<file path="config.mk">
export PLATFORM = sky130hd
export DESIGN_NAME = coh_link_ctrl
export DESIGN_NICKNAME = d
export VERILOG_FILES = /design/src/rtl/coh_link_pkg.sv /design/src/rtl/coh_req_sync.sv /design/src/rtl/coh_snoop_tracker.sv /design/src/rtl/coh_link_fsm.sv /design/src/rtl/coh_link_ctrl.sv
export SDC_FILE = /design/constraint.sdc
export NUM_CORES = 1
export LEC_CHECK = 0
export ABC_CLOCK_PERIOD_IN_PS = 1800
export CAP_MARGIN = 30
export CORE_AREA = 5 5 42 44
export CTS_BUF_LIST = sky130_fd_sc_hd__clkbuf_8
export DETAILED_ROUTE_END_ITERATION = 10
export DIE_AREA = 0 0 47 49
export PLACE_DENSITY = 0.81
export SLEW_MARGIN = 25
export SYNTH_ARGS = -nofsm -noshare
export SYNTH_HDL_FRONTEND = slang
export SYNTH_SLANG_ARGS = --single-unit
export TNS_END_PERCENT = 20
</file>
<file path="constraint.sdc">
create_clock -name clk -period 1.8 [get_ports clk]
set_clock_uncertainty 0.2 [all_clocks]
set_input_delay 0.36 -clock clk [delete_from_list [all_inputs] [get_ports clk]]
set_output_delay 0.36 -clock clk [all_outputs]
set_load 0.02 [all_outputs]
</file>
<file path="src/rtl/coh_link_pkg.sv">
package coh_link_pkg;
  typedef enum logic [1:0] {
    LINK_DOWN    = 2'd0,
    LINK_JOINING = 2'd1,
    LINK_UP      = 2'd2,
    LINK_DRAIN   = 2'd3
  } link_state_e;
endpackage

</file>
<file path="src/rtl/coh_req_sync.sv">
module coh_req_sync #(
  parameter int STAGES = 2
) (
  input  logic clk,
  input  logic rst_n,
  input  logic async_i,
  output logic sync_o
);
  logic [STAGES-1:0] chain_q;

  always_ff @(posedge clk or negedge rst_n) begin
    if (!rst_n) chain_q <= '0;
    else        chain_q <= {chain_q[STAGES-2:0], async_i};
  end

  assign sync_o = chain_q[STAGES-1];
endmodule

</file>
<file path="src/rtl/coh_snoop_tracker.sv">
module coh_snoop_tracker #(
  parameter int MAX_OUT = 15,
  localparam int CNT_W = $clog2(MAX_OUT + 1)
) (
  input  logic             clk,
  input  logic             rst_n,
  input  logic             issue_i,
  input  logic             resp_i,
  output logic [CNT_W-1:0] count_o,
  output logic             empty_o,
  output logic             err_o
);
  localparam logic [CNT_W-1:0] CNT_MAX = CNT_W'(MAX_OUT);

  logic [CNT_W-1:0] cnt_q, cnt_d;
  logic             err_q, underflow;

  assign underflow = resp_i && !issue_i && (cnt_q == '0);

  always_comb begin
    cnt_d = cnt_q;
    if (issue_i && !resp_i) begin
      if (cnt_q != CNT_MAX) cnt_d = cnt_q + 1'b1;
    end else if (resp_i && !issue_i) begin
      if (cnt_q != '0) cnt_d = cnt_q - 1'b1;
    end
  end

  always_ff @(posedge clk or negedge rst_n) begin
    if (!rst_n) begin
      cnt_q <= '0;
      err_q <= 1'b0;
    end else begin
      cnt_q <= cnt_d;
      err_q <= err_q | underflow;
    end
  end

  assign count_o = cnt_q;
  assign empty_o = (cnt_q == '0);
  assign err_o   = err_q;
endmodule

</file>
<file path="src/rtl/coh_link_fsm.sv">
module coh_link_fsm
  import coh_link_pkg::*;
(
  input  logic        clk,
  input  logic        rst_n,
  input  logic        req_i,
  input  logic        drained_i,
  output link_state_e state_o,
  output logic        ack_o,
  output logic        snp_en_o
);
  link_state_e st_q, st_d;

  always_comb begin
    st_d = st_q;
    unique case (st_q)
      LINK_DOWN:    if (req_i)     st_d = LINK_JOINING;
      LINK_JOINING:                st_d = LINK_UP;
      LINK_UP:      if (!req_i)    st_d = LINK_DRAIN;
      LINK_DRAIN:   if (drained_i) st_d = LINK_DOWN;
      default:                     st_d = LINK_DOWN;
    endcase
  end

  always_ff @(posedge clk or negedge rst_n) begin
    if (!rst_n) st_q <= LINK_DOWN;
    else        st_q <= st_d;
  end

  assign state_o  = st_q;
  assign ack_o    = (st_q == LINK_UP) || (st_q == LINK_DRAIN);
  assign snp_en_o = (st_q == LINK_UP) || (st_q == LINK_JOINING);
endmodule

</file>
<file path="src/rtl/coh_link_ctrl.sv">
module coh_link_ctrl
  import coh_link_pkg::*;
#(
  parameter bit COH_EN  = 1'b1,
  parameter int MAX_OUT = 15,
  localparam int CNT_W  = $clog2(MAX_OUT + 1)
) (
  input  logic             clk,
  input  logic             rst_n,
  input  logic             conn_req_i,
  output logic             conn_ack_o,
  input  logic             snp_req_i,
  output logic             snp_gnt_o,
  output logic             snp_en_o,
  input  logic             snp_issue_i,
  input  logic             snp_resp_i,
  output logic [CNT_W-1:0] snp_pending_o,
  output logic             proto_err_o
);
  logic        req_sync;
  logic        drained;
  logic        fsm_ack, fsm_en;
  link_state_e fsm_state;

  coh_req_sync #(.STAGES(2)) u_sync (
    .clk(clk), .rst_n(rst_n), .async_i(conn_req_i), .sync_o(req_sync)
  );

  coh_snoop_tracker #(.MAX_OUT(MAX_OUT)) u_track (
    .clk(clk), .rst_n(rst_n), .issue_i(snp_issue_i), .resp_i(snp_resp_i),
    .count_o(snp_pending_o), .empty_o(drained), .err_o(proto_err_o)
  );

  coh_link_fsm u_fsm (
    .clk(clk), .rst_n(rst_n), .req_i(req_sync), .drained_i(drained),
    .state_o(fsm_state), .ack_o(fsm_ack), .snp_en_o(fsm_en)
  );

  generate
    if (COH_EN) begin : g_hs
      assign conn_ack_o = fsm_ack;
      assign snp_en_o   = fsm_en;
    end else begin : g_nohs
      logic en_q;
      always_ff @(posedge clk or negedge rst_n) begin
        if (!rst_n) en_q <= 1'b0;
        else        en_q <= 1'b1;
      end
      assign conn_ack_o = 1'b0;
      assign snp_en_o   = en_q;
    end
  endgenerate

  assign snp_gnt_o = snp_req_i && snp_en_o;
endmodule

</file>
==> flow_summary_export.csv, run 1 <==
group,metric,value,unit
sta,rsz0062_at_grt,"yes",
global_route,grt_use_met1,12.3,%
cells_and_area,fin_nets,81,
global_route,met2_usage,21.5,%
sta,setup_violations,0,
floorplan,die_y,49,um
clock_tree,cts_tree,"yes",
cells_and_area,area_growth,56.9,%
global_route,antenna_found_initial,0,
floorplan,io-pin-count,14,
floorplan,core-area,1400,sq um
cells_and_area,final_cell_area,842,sq um
routing,routed_wirelength,1180,um
cells_and_area,antenna_cells,0,
setup_path,worstSetupEndpointType,"output port",
synth,synth-seq-cells,9,
global_route,grt_pass1_wl,1990,um
synth,yosys.area_share.simple,16.1,%
synth,synth_top_family_by_area,"simple AND/OR/NAND/NOR gates",
power_and_ir_drop,swShare,40.3,%
setup_path,crit_arrival,1.23,ns
synth,syn_area,537,sq um
power_and_ir_drop,p_sw,659,uW
run_status,outcome,"complete, no violations",
global_route,first_global_vias,462,
power_and_ir_drop,intPower,976,uW
synth,synth_cell_types,24,
floorplan,dieArea,2300,sq um
synth,synth_seq_area_share,42.0,%
routing,drtAntennaViolNets,0,
global_route,busiest_layer,"met2",
global_route,overflow,0,
global_route,grt_use_total,12.2,%
sta,timing.slew.headroom,73.1,%
cells_and_area,drive_above_1_share,50.0,%
power_and_ir_drop,peakVddDrop,0.906,mV
floorplan,start_util,38.3,%
synth,yosys-top-cells-area,"dfrtp_1 (42%), ha_1 (12%), mux2_4 (5.6%)",
power_and_ir_drop,clockPowerShare,13.7,%
synth,postSynthAreaPerCell,12.8,sq um
routing,drc_errors,0,
clock_tree,numCtsBuffers,3,
synth,yosysWarnings,0,
min_path,hp-class,"flop to flop",
routing,dr.first_iter.drc_count,1,
placed_design,place_congestion,0.713,
sta,timing.fmax,560,MHz
flow_run,maxCapViolCount,0,
routing,routedWlPerCell,14.1,um
clock_tree,postCtsHoldBufs,0,
clock_tree,clockBufferDepth,2,
power_and_ir_drop,p_leak,0.000414,uW
cells_and_area,final.fill_count,124,
power_and_ir_drop,powerDensity,1940,nW/um^2
routing,vias,422,
global_route,grt_max_degree,10,
synth,netlist_instances,42,
sta,hold_viol,0,
setup_path,critPathLaunchType,"flop",
placed_design,port_buffers,13,
clock_tree,htreeDepth,1,
synth,synth-compound-area-share,12.8,%
clock_tree,numClockSinks,9,
power_and_ir_drop,combPwrFrac,62.1,%
floorplan,rows,14,
placed_design,dpl-instance-area,751,sq um
setup_path,path_max_fanout,3,
sta,period_share,99.2,%
synth,synth_top_area_cell,"dfrtp_1",
synth,synthAdderAreaFrac,15.4,%
clock_tree,cts_root_buf,"clkbuf_8",
floorplan,dieWidth,47,um
setup_path,cp_data_required_time,1.24,ns
clock_tree,clock_latency,0.23,ns
sta,drv_slew,0,
cells_and_area,finish.utilization,60.1,%
placed_design,dp_hpwl,872,um
setup_path,crit_type,"flop to output port",
synth,synthXorXnorAreaFrac,4.90,%
sta,finalCriticalPeriod,1.79,ns
power_and_ir_drop,p_total,1640,uW
global_route,use_met3,1.48,%
sta,worst_pin_slew,0.402,ns
routing,drtPass1Iterations,2,
power_and_ir_drop,p_seq_share,24.2,%
synth,synth_top_area_share,42.0,%
clock_tree,clkSlewWorstSetupHoldPaths,0.04,ns
routing,avgViaCountPerCell,5.02,
synth,muxShareOfSynthArea,7.46,%
synth,synth_nets,54,
[cells by family (layout without fill, tap and decap cells)]
family,Yosys count,in the layout
AND/OR/NAND/NOR,12,12
flip-flops,9,9
AO/OA/AOI/OAI,7,7
adder cells (fa/ha/maj),6,6
XOR/XNOR,3,3
multiplexers,3,3
buffers and inverters,2,28
[power groups by stage]
stage / combinational (uW) / sequential (uW) / clock [uW]
6_report: 1020 / 396 / 224
5_1_grt: 1110 / 409 / 242
4_1_cts: 1040 / 396 / 228
3_5_place_dp: 987 / 388 / 0
3_3_place_gp: 955 / 382 / 0
2_1_floorplan: 482 / 470 / 0
[per-stage QoR]
step                      hold WS [ns]  worst slack (ns)  setup TNS, ns  instances
after floorplan                 -0.136          -0.00427       -0.00720         42
after CTS                        0.149            -0.149         -0.453         84
after detailed placement         0.141            -0.437          -1.73         79
final                            0.168            0.0148              0         84
after global routing             0.177           -0.0266         -0.100         84
after global placement           0.138            -0.415          -1.57         79
[worst paths after layout]
check,start,endpoint,slack [ns],cells past startpoint
setup reg to reg,u_track.count_o[3],u_track.count_o[1],0.04,4
hold reg to reg,u_sync.chain_q[0],u_sync.chain_q[1],0.17,0
max in group asynchronous,rst_n,u_track.count_o[1],0.87,1
min in group asynchronous,rst_n,u_sync.chain_q[0],0.23,1
hold / removal,u_sync.chain_q[0],u_sync.chain_q[1],0.17,0
setup / recovery,u_fsm.state_o[0],snp_gnt_o,0.01,4
[cells in the mapped netlist]
cell type,number
dfrtp_1,9
ha_1,5
xor2_1,3
a21o_1,2
inv_1,2
mux2_4,2
nand2_4,2
a211oi_1,1
a21oi_1,1
a221oi_4,1
a41o_1,1
and2_1,1
and2b_1,1
fa_1,1
mux2i_1,1
nand2_1,1
nand2b_1,1
nor2_1,1
nor2_2,1
nor2b_1,1
nor4_1,1
o21ai_0,1
or2_2,1
or4_4,1
[repair_timing]
item / CTS / global route
endpoints found under the setup margin: 10 / 9
buffers inserted: 1 / 0
gates resized for setup: 24 / 5
pin swaps: 3 / 3
[metal layers]
metal,vias up,wire length (um)
met5,-,0
met4,0,17
met3,2,56
met2,13,658
met1,208,449
li1,199,-
[worst max-delay path: stages (launching register included)]
cell     delay [ns]
dfrtp_1        0.40
inv_2          0.10
ha_4           0.21
and2_1         0.14
buf_2          0.15
[layout make-up]
cell class	instances	area (sq um)	area share, %
flip-flops and latches	9	229	27.2
clock buffers	3	41.3	4.90
well taps	16	20.0	2.38
multi-input cells	31	348	41.3
clock inverters	1	3.75	0.446
repair buffers	22	193	22.9
inverters	2	7.51	0.892
[sequential cells by signal, indices dropped and copies added (netlist names)]
| signal | count |
|---|---|
| u_sync.chain_q | 2 |
| u_track.err_o | 1 |
| u_fsm.state_o | 2 |
| u_track.count_o | 4 |
[placed cells by master (no fill, tap or decap), drive strengths merged, types with 2 or more instances in the layout]
master	n
a21o	2
buf	12
clkbuf	3
clkdlybuf4s50	4
dfrtp	9
dlygate4sd2	3
dlymetal6s2s	3
ha	5
inv	3
mux2	2
nand2	3
nor2	2
xor2	3
Note: power is estimated with default switching activity, not from simulation.
==> run 2: changes to the inputs <==
Settings changed: RECOVER_POWER from default to 50.
==> flow_summary_export.csv, run 2 (synthesized netlist as in run 1, its figures left out) <==
group,metric,value,unit
run_status,outcome,"complete, no violations",
routing,drc_errors,0,
floorplan,rows,14,
setup_path,path_max_fanout,3,
cells_and_area,final.fill_count,124,
global_route,overflow,0,
clock_tree,htreeDepth,1,
cells_and_area,layout_common_cells,"buf_4 (9), dfrtp_1 (6)",
power_and_ir_drop,powerDensity,1940,nW/um^2
sta,drv_slew,0,
floorplan,dieWidth,47,um
sta,finalCriticalPeriod,1.79,ns
placed_design,place_congestion,0.713,
sta,timing.slew.headroom,72.7,%
floorplan,die_y,49,um
global_route,grt_pass1_wl,1990,um
global_route,grt_use_total,12.2,%
placed_design,dpl-instance-area,751,sq um
setup_path,path_cells,"inv_2 -> ha_4 -> and2_1 -> buf_2",
placed_design,dp_hpwl,872,um
power_and_ir_drop,p_leak,0.000415,uW
cells_and_area,final_cell_area,842,sq um
sta,worst_pin_slew,0.408,ns
routing,drtAntennaViolNets,0,
global_route,met2_usage,21.5,%
sta,rsz0062_at_grt,"yes",
power_and_ir_drop,peakVddDrop,0.905,mV
routing,avgViaCountPerCell,5.02,
setup_path,critPathLaunchType,"flop",
routing,routed_wirelength,1180,um
global_route,grt_use_met1,12.3,%
global_route,grt_max_degree,10,
routing,vias,422,
clock_tree,postCtsHoldBufs,0,
routing,routedWlPerCell,14.0,um
floorplan,start_util,38.3,%
floorplan,dieArea,2300,sq um
cells_and_area,finish.utilization,60.1,%
global_route,antenna_found_initial,0,
setup_path,crit_arrival,1.23,ns
setup_path,critPathMaxStageDelay,0.40,ns
sta,hold_viol,0,
clock_tree,clkSlewWorstSetupHoldPaths,0.04,ns
clock_tree,numCtsBuffers,3,
global_route,first_global_vias,462,
cells_and_area,antenna_cells,0,
global_route,busiest_layer,"met2",
setup_path,critPathSlowestCell,"dfrtp_1",
routing,dr.first_iter.drc_count,1,
setup_path,worstSetupEndpointType,"output port",
flow_run,maxCapViolCount,0,
cells_and_area,largest_register_ffs,4,
setup_path,crit_type,"flop to output port",
sta,period_share,99.2,%
min_path,hp-class,"flop to flop",
setup_path,crit_family,"flip-flops",
clock_tree,cts_root_buf,"clkbuf_8",
setup_path,cp_data_required_time,1.24,ns
floorplan,core-area,1400,sq um
cells_and_area,fin_nets,81,
clock_tree,numClockSinks,9,
global_route,use_met3,1.48,%
sta,timing.fmax,560,MHz
setup_path,crit_buf_inv,2,
cells_and_area,area_growth,56.9,%
floorplan,io-pin-count,14,
placed_design,port_buffers,13,
clock_tree,clock_latency,0.23,ns
routing,drtPass1Iterations,2,
setup_path,rrSetupSlack,0.04,ns
cells_and_area,final_common_cell,"buf_4",
clock_tree,clockBufferDepth,2,
sta,setup_violations,0,
cells_and_area,drive_above_1_share,50.0,%
clock_tree,cts_tree,"yes",
[run 2: worst register-to-register path: cells and delay by family (launching register included)]
kind | cells | cell delay (ns)
AND/OR/NAND/NOR | 3 | 0.75
multiplexers | 1 | 0.30
flip-flops | 1 | 0.40
[run 2: path summary, 6_finish.rpt]
kind | startpoint | end | cells after the start
min | u_sync.chain_q[0] | u_sync.chain_q[1] | 0
min reg2reg | u_sync.chain_q[0] | u_sync.chain_q[1] | 0
min in group asynchronous | rst_n | u_sync.chain_q[0] | 1
max | u_fsm.state_o[0] | snp_gnt_o | 4
max in group asynchronous | rst_n | u_track.count_o[1] | 1
max reg2reg | u_track.count_o[3] | u_track.count_o[1] | 4
[run 2: layout make-up]
cell class | instances | area, sq um | share of cell area, %
clock inverters | 1 | 3.75 | 0.446
well taps | 16 | 20.0 | 2.38
repair buffers | 22 | 193 | 22.9
flip-flops and latches | 9 | 229 | 27.2
clock buffers | 3 | 41.3 | 4.90
inverters | 2 | 7.51 | 0.892
multi-input cells | 31 | 348 | 41.3
[run 2: where the power goes]
part / internal [uW] / switching, uW
clock network: 148 / 75.8
logic: 529 / 486
registers: 298 / 97.6
[run 2: metal layers]
layer / wire length [um] / part of all wire (%) / up-vias
li1: - / - / 199
met1: 450 / 38 / 208
met2: 657 / 56 / 13
met3: 54 / 4.6 / 2
met4: 17 / 1.4 / 0
met5: 0 / 0 / -
[run 2: timing repair]
action / in CTS / in global routing
gates resized for setup: 24 / 5
pin swaps: 3 / 3
endpoints found under the setup margin: 10 / 9
endpoints found under the hold margin: 0 / 0
buffers inserted: 1 / 0
[run 2: per-stage QoR]
stage	total power (uW)	setup slack, ns	setup TNS (ns)	cells	hold slack, ns
floorplan	952	-0.00427	-0.00720	42	-0.136
global placement	1340	-0.415	-1.57	79	0.138
detailed placement	1370	-0.437	-1.73	79	0.141
CTS	1670	-0.149	-0.453	84	0.149
global route	1760	-0.0266	-0.100	84	0.177
finish	1630	0.0147	0	84	0.168
